**config.mk**
```make
export PLATFORM = sky130hd
export DESIGN_NAME = pin_chg_irq
export DESIGN_NICKNAME = d
export VERILOG_FILES = /design/src/rtl/pcd_pkg.sv /design/src/rtl/pcd_pin_pipe.sv /design/src/rtl/pcd_grp_flag.sv /design/src/rtl/pin_chg_irq.sv
export SDC_FILE = /design/constraint.sdc
export NUM_CORES = 1
export LEC_CHECK = 0
export ABC_AREA = 1
export BUFFER_PORTS_ARGS = -buffer_cell sky130_fd_sc_hd__clkbuf_2
export CAP_MARGIN = 20
export CORE_UTILIZATION = 53
export DETAILED_ROUTE_END_ITERATION = 10
export GPL_TIMING_DRIVEN = 0
export MAX_ROUTING_LAYER = met4
export PLACE_DENSITY = 0.88
export SYNTH_ARGS = -nofsm -noshare
export SYNTH_HDL_FRONTEND = slang
export SYNTH_SLANG_ARGS = --single-unit
```
**constraint.sdc**
```tcl
create_clock -name clk -period 1.8 [get_ports clk]
set_input_delay 0.27 -clock clk [delete_from_list [all_inputs] [get_ports clk]]
set_output_delay 0.27 -clock clk [all_outputs]
set_load 0.05 [all_outputs]
```
**src/rtl/pcd_pkg.sv**
```systemverilog
package pcd_pkg;

    localparam int DEF_NUM_GRP = 3;
    localparam int DEF_GRP_W   = 8;

    typedef struct packed {
        logic set;
        logic clr;
    } flag_ctl_t;

    function automatic logic flag_next(flag_ctl_t c, logic cur);
        return c.set | (cur & ~c.clr);
    endfunction

endpackage

```
**src/rtl/pcd_pin_pipe.sv**
```systemverilog
module pcd_pin_pipe #(
    parameter int W = 8
) (
    input  logic         clk,
    input  logic         rst,
    input  logic         en,
    input  logic [W-1:0] pin,
    output logic [W-1:0] chg
);
    logic [W-1:0] cap_q;
    logic [W-1:0] syn_q;
    logic [W-1:0] old_q;

    always_ff @(posedge clk) begin
        if (rst || en) begin
            cap_q <= pin;
            syn_q <= cap_q;
            old_q <= syn_q;
        end
    end

    assign chg = syn_q ^ old_q;
endmodule

```
**src/rtl/pcd_grp_flag.sv**
```systemverilog
module pcd_grp_flag
    import pcd_pkg::*;
#(
    parameter int W = 8
) (
    input  logic         clk,
    input  logic         rst,
    input  logic         en,
    input  logic [W-1:0] chg,
    input  logic [W-1:0] mask,
    input  logic         clr,
    input  logic         ack,
    output logic         flag
);
    flag_ctl_t ctl;
    logic      hit;

    assign hit     = |(chg & mask);
    assign ctl.set = en & hit;
    assign ctl.clr = clr | ack;

    always_ff @(posedge clk) begin
        if (rst) flag <= 1'b0;
        else     flag <= flag_next(ctl, flag);
    end

    AST_SET_ON_HIT: assert property (@(posedge clk) disable iff (rst)
        (en && |(chg & mask)) |=> flag);

    AST_MASK_QUIET: assert property (@(posedge clk) disable iff (rst)
        (!flag && !(|(chg & mask))) |=> !flag);

    AST_STICKY: assert property (@(posedge clk) disable iff (rst)
        (flag && !clr && !ack) |=> flag);

    AST_CLEARS: assert property (@(posedge clk) disable iff (rst)
        (flag && (clr || ack) && !(en && |(chg & mask))) |=> !flag);

    AST_GATED_NO_SET: assert property (@(posedge clk) disable iff (rst)
        (!flag && !en) |=> !flag);
endmodule

```
**src/rtl/pin_chg_irq.sv**
```systemverilog
module pin_chg_irq
    import pcd_pkg::*;
#(
    parameter int NUM_GRP = DEF_NUM_GRP,
    parameter int GRP_W   = DEF_GRP_W
) (
    input  logic                     clk,
    input  logic                     rst,
    input  logic [NUM_GRP*GRP_W-1:0] pin_in,
    input  logic [NUM_GRP*GRP_W-1:0] pin_mask,
    input  logic                     sample_en,
    input  logic [NUM_GRP-1:0]       flag_clr,
    input  logic [NUM_GRP-1:0]       flag_ack,
    output logic [NUM_GRP-1:0]       grp_flag,
    output logic [NUM_GRP-1:0]       grp_irq
);
    localparam int NPIN = NUM_GRP * GRP_W;

    logic [NPIN-1:0] chg_all;

    for (genvar g = 0; g < NUM_GRP; g++) begin : g_grp
        pcd_pin_pipe #(.W(GRP_W)) u_pipe (
            .clk (clk),
            .rst (rst),
            .en  (sample_en),
            .pin (pin_in[g*GRP_W +: GRP_W]),
            .chg (chg_all[g*GRP_W +: GRP_W])
        );

        pcd_grp_flag #(.W(GRP_W)) u_flag (
            .clk  (clk),
            .rst  (rst),
            .en   (sample_en),
            .chg  (chg_all[g*GRP_W +: GRP_W]),
            .mask (pin_mask[g*GRP_W +: GRP_W]),
            .clr  (flag_clr[g]),
            .ack  (flag_ack[g]),
            .flag (grp_flag[g])
        );
    end

    assign grp_irq = grp_flag;

    AST_RESET_CLEAR: assert property (@(posedge clk)
        rst |=> (grp_flag == '0));

    AST_IRQ_FOLLOWS: assert property (@(posedge clk)
        grp_irq == grp_flag);
endmodule

```
Yosys cells after proc, flatten, opt, wreduce, memory -nomap -nowiden
Cells that the tools add are included.
Widths: inputs -> output; s select.
{"block": "word_totals", "out_inout_bits": 6, "in_bits": 57, "wordCells": 37, "regBits": 75}
{"block": "classes", "reduce_logical": 4, "bitwise_logic": 21}
{"op": "$and 8x8->8", "n": 3}
{"op": "$reduce_or 8->1", "n": 3}
{"op": "$xor 8x8->8", "n": 3}
{"op": "$and 1x1->1", "n": 6}
{"op": "$or 1x1->1", "n": 6}
{"op": "$not 1->1", "n": 3}
{"op": "$logic_or 1x1->1", "n": 1}

Longest topological paths before layout
{"block": "depth", "word_depth": 5, "mapped_depth": 8, "ltp_nobuf": 8}

Hierarchy
A second synthesis with hierarchy kept.
{"block": "hier_totals", "cells_unflattened": 258, "hier_area_um2": 2942.8}
{"module": "pcd_pin_pipe", "cells_per_inst": 65, "seq_area_each_um2": 720.7, "n_inst": 3, "area_per_inst_um2": 877.1}
{"module": "pcd_grp_flag", "cells_per_inst": 20, "seq_area_each_um2": 20.0, "n_inst": 3, "area_per_inst_um2": 96.3}
{"module": "pin_chg_irq", "cells_per_inst": 3, "seq_area_each_um2": 0.0, "n_inst": 1, "area_per_inst_um2": 22.5}

Worst setup path after synthesis
OpenSTA, ideal clock, no wires.
{"block": "synth_path", "kind": "in2reg", "startpoint": "input rst", "endpoint": "register g_grp[0].u_pipe.cap_q[0], enable pin", "stages": 1, "arrival_time_ns": 1.191, "n_path_buf": 0, "t_required_ns": 1.401, "setup_slack_ns": 0.210, "setup_ns": 0.399, "cell_sequence": "or2_2"}
{"block": "synth_between", "elab_chain_len": 1}
{"item": "start, declared", "line_no": "pin_chg_irq.sv:8", "rtl": "input logic rst,"}
{"item": "$logic_or 1x1->1", "line_no": "pcd_pin_pipe.sv:15", "rtl": "if (rst || en) begin"}
{"item": "end signal, assigned", "line_no": "pcd_pin_pipe.sv:16", "rtl": "cap_q <= pin;"}
{"item": "end, declared", "line_no": "pcd_pin_pipe.sv:10", "rtl": "logic [W-1:0] cap_q;"}
No other way between the ends.
A chain may end at the register's enable or synchronous reset.

Final worst setup path
{"block": "layout_path", "startpoint": "register g_grp[0].u_flag.flag", "endpoint": "output grp_irq[0]"}
{"item": "start, declared", "line_no": "pcd_grp_flag.sv:13", "rtl": "output logic flag"}
{"item": "start signal, assigned", "line_no": "pcd_grp_flag.sv:24", "rtl": "else flag <= flag_next(ctl, flag);"}
{"item": "end, declared", "line_no": "pin_chg_irq.sv:15", "rtl": "output logic [NUM_GRP-1:0] grp_irq"}
No word-level cell between the ends.

==> summary.md <==
| Metric | Value |
|---|---|
| # diodes | `0` |
| Initial Utilization | `55.7%` |
| Gr usage total | `between 10% and 20%` |
| Hold_ws | `about 0.11 ns` |
| Hold/Removal Path Class | `input pin to flop` |
| Clk root buf | `clkbuf_8` |
| CTS Buf Count | `9` |
| Post-synth cell types | `9` |
| Post-CTS setup buffer count | `0` |
| Area contributors post-synth | `edfxtp_1 (75%), nand2_1 (9.0%), inv_1 (6.3%), nand3_1 (4.2%), dfxtp_1 (2.1%)` |
| Antenna-violating nets left | `0` |
| HPWL after DPL | `a little under 3000 um` |
| Fin. Hold Viols | `0` |
| CP Launch Type | `flop` |
| Syn avg cell area | `12.3 um^2` |
| Top Layer Used | `met4` |
| Top-area cell type share of the netlist area | `about three quarters` |
| # DRC | `0` |
| Initial antenna violation count | `0` |
| Mapped Area | `about 2900 um^2` |
| Area leader, netlist | `edfxtp_1` |
| Synth Instances | `235` |
| Met3 WL | `218 um` |
| Arr. time, crit path | `about 1.1 ns` |
| EDFF count, synth | `72` |
| Clk_skew | `0.00774 ns` |
| Final period util | `73.2%` |
| CP required | `1.53 ns` |
| Die Ht | `75.7 um` |
| Clock share of power | `roughly a third` |
| Area of the core | `about 5200 um^2` |
| Worst-path maximum fanout | `3` |
| Final core occ | `around two thirds` |
| Sw Ratio | `a little over a fifth` |
| Final Wtd Congestion | `slightly above 0.7` |
| CTS clk-pin slew, worst paths | `~0.070 ns` |
| VDD IR max | `approximately 0.00074 V` |
| Port-buffer cells | `62` |
| WL/cell | `10.6 um` |
| Max Buffers Root-to-Sink | `2` |
| Gr ovfl total | `0` |
| CTS tree | `yes` |
| Ys Warns | `0` |
| Status | `completed` |
| Int Power | `a little over 3000 uW` |
| Predominant post-synthesis flop cell | `edfxtp_1` |
| Count of pins over their slew limit | `0` |
| Top Ports | `63` |
| Vias/cell | `4.49` |
| Max Fclk | `0.759 GHz` |
| RSZ-0062 raised after global routing | `false` |
| P_sw | `~800 uW` |
| Post-CTS Hold Fix Bufs | `0` |
| Die Wd | `between 70 and 80 um` |
| Met2 WL | `~2100 um` |
| Standard-cell rows | `26` |
| Vias in the first global route | `1488` |
| Share of synthesized registers carrying an async set or reset | `0%` |
| Vias | `1718` |
| Flop2flop setup slack | `0.69 ns` |
| Global-route wire length before repair | `~6000 um` |
| FF+latch count, synth | `75` |
| Commonest cells post-synth | `edfxtp_1 (72), nand2_1 (69), inv_1 (48)` |
| Leak Pwr | `between 0.0015 and 0.002 uW` |
| Mapped Nets | `292` |
| Met1 Wirelength | `between 1500 and 2000 um` |
| Area Overhead vs Synth | `21.1%` |
| Largest net degree at the start of global routing | `73` |
| Die ar. | `about 5700 um^2` |
| DRT Pass-1 Iters | `4` |
| Skew-Pair Late Insertion Delay | `0.32 ns` |
| H-tree depth | `3` |
| FILL cells | `389` |
| Final setup viols | `0` |
| Clk sinks | `75` |
| Top-count cell post-synth | `edfxtp_1` |
| Critical path class | `flop to primary output` |
| Setup TNS | `0 ns` |
| Seq/Total Area, Yosys | `77.1%` |
| Cts repair resizes | `0` |
| # nets final | `around 370` |
| Final Critical Period | `1.32 ns` |
| Max cap viols | `0` |
| PwrDens | `approximately 1100 nW/um^2` |
| CP endpoint kind | `primary output` |
| Comb power frac | `under 10%` |
| Share of layout cells above drive strength 1 | `between 20% and 30%` |
| Drt total wl | `4060 um` |
| Initial DRC Count | `102` |
| Headroom to the max-slew limit | `approximately 38%` |
| Worst-margin pin slew | `between 0.9 and 1 ns` |
| Reg power frac | `58.0%` |
per-stage QoR:
stage | instance area, um^2 | worst slack (ns) | cells | power [uW]
floorplan | 2880 | 0.210 | 235 | 2450
global placement | 3280 | -0.226 | 367 | 2560
detailed placement | 3280 | 0.222 | 367 | 2590
CTS | 3490 | 0.454 | 383 | 3880
global route | 3490 | 0.403 | 383 | 4000
finish | 3490 | 0.482 | 383 | 3830
worst paths after layout:
check                                          start                                  to  cells past startpoint
setup / recovery     g_grp[0].u_flag.flag$_SDFF_PP0_                          grp_irq[0]                      2
hold / removal                            pin_in[14]  g_grp[1].u_pipe.cap_q[6]$_DFFE_PP_                      1
setup reg to reg  g_grp[0].u_pipe.syn_q[0]$_DFFE_PP_     g_grp[0].u_flag.flag$_SDFF_PP0_                      8
hold reg to reg   g_grp[2].u_pipe.cap_q[1]$_DFFE_PP_  g_grp[2].u_pipe.syn_q[1]$_DFFE_PP_                      0
cells by family after synthesis:
family,Yosys count,share of synthesized area [%]
simple gates,103,14.5
flops,75,77.1
buf+inv,54,7.82
compound gates,3,0.521
routing by layer:
layer  global-route usage, %  vias to the layer above
met5                       -                        -
met4                    9.88                        0
li1                        -                      901
met1                    16.1                      760
met2                    27.4                       52
met3                    4.23                        5
power by group through the flow:
stage	clock network, uW	registers, uW	logic, uW
5_1_grt	1370	2250	378
2_1_floorplan	0	2230	224
6_report	1280	2220	325
4_1_cts	1320	2220	332
3_5_place_dp	0	2260	332
3_3_place_gp	0	2240	315
cell type report:
cell class / instances / area (um^2) / share of cell area (%)
Sequential cell: 75 / 2220 / 63.7
Multi-Input combinational cell: 106 / 437 / 12.5
Timing Repair Buffer: 62 / 310 / 8.90
Inverter: 48 / 180 / 5.16
Clock buffer: 15 / 176 / 5.06
Tap cell: 70 / 87.6 / 2.51
Buffer: 6 / 45.0 / 1.29
Clock inverter: 1 / 30.0 / 0.861
worst max-delay path: stages (launching register included):
cell and delay [ns]:
dfxtp_1 0.35, buf_4 0.12, clkbuf_2 0.26
sequential cells by signal, summed over array words and instances (netlist names):
signal              flops
g_grp.u_pipe.cap_q     24
g_grp.u_pipe.old_q     24
g_grp.u_pipe.syn_q     24
g_grp.u_flag.flag       3
placed cells by master (no fill, tap or decap):
master,instances
a21oi_1,3
buf_4,6
bufinv_16,1
clkbuf_1,3
clkbuf_2,62
clkbuf_8,12
dfxtp_1,3
edfxtp_1,72
inv_1,48
nand2_1,69
nand3_1,24
nor2_1,9
or2_4,1
Note: power is estimated with default switching activity, not from simulation.
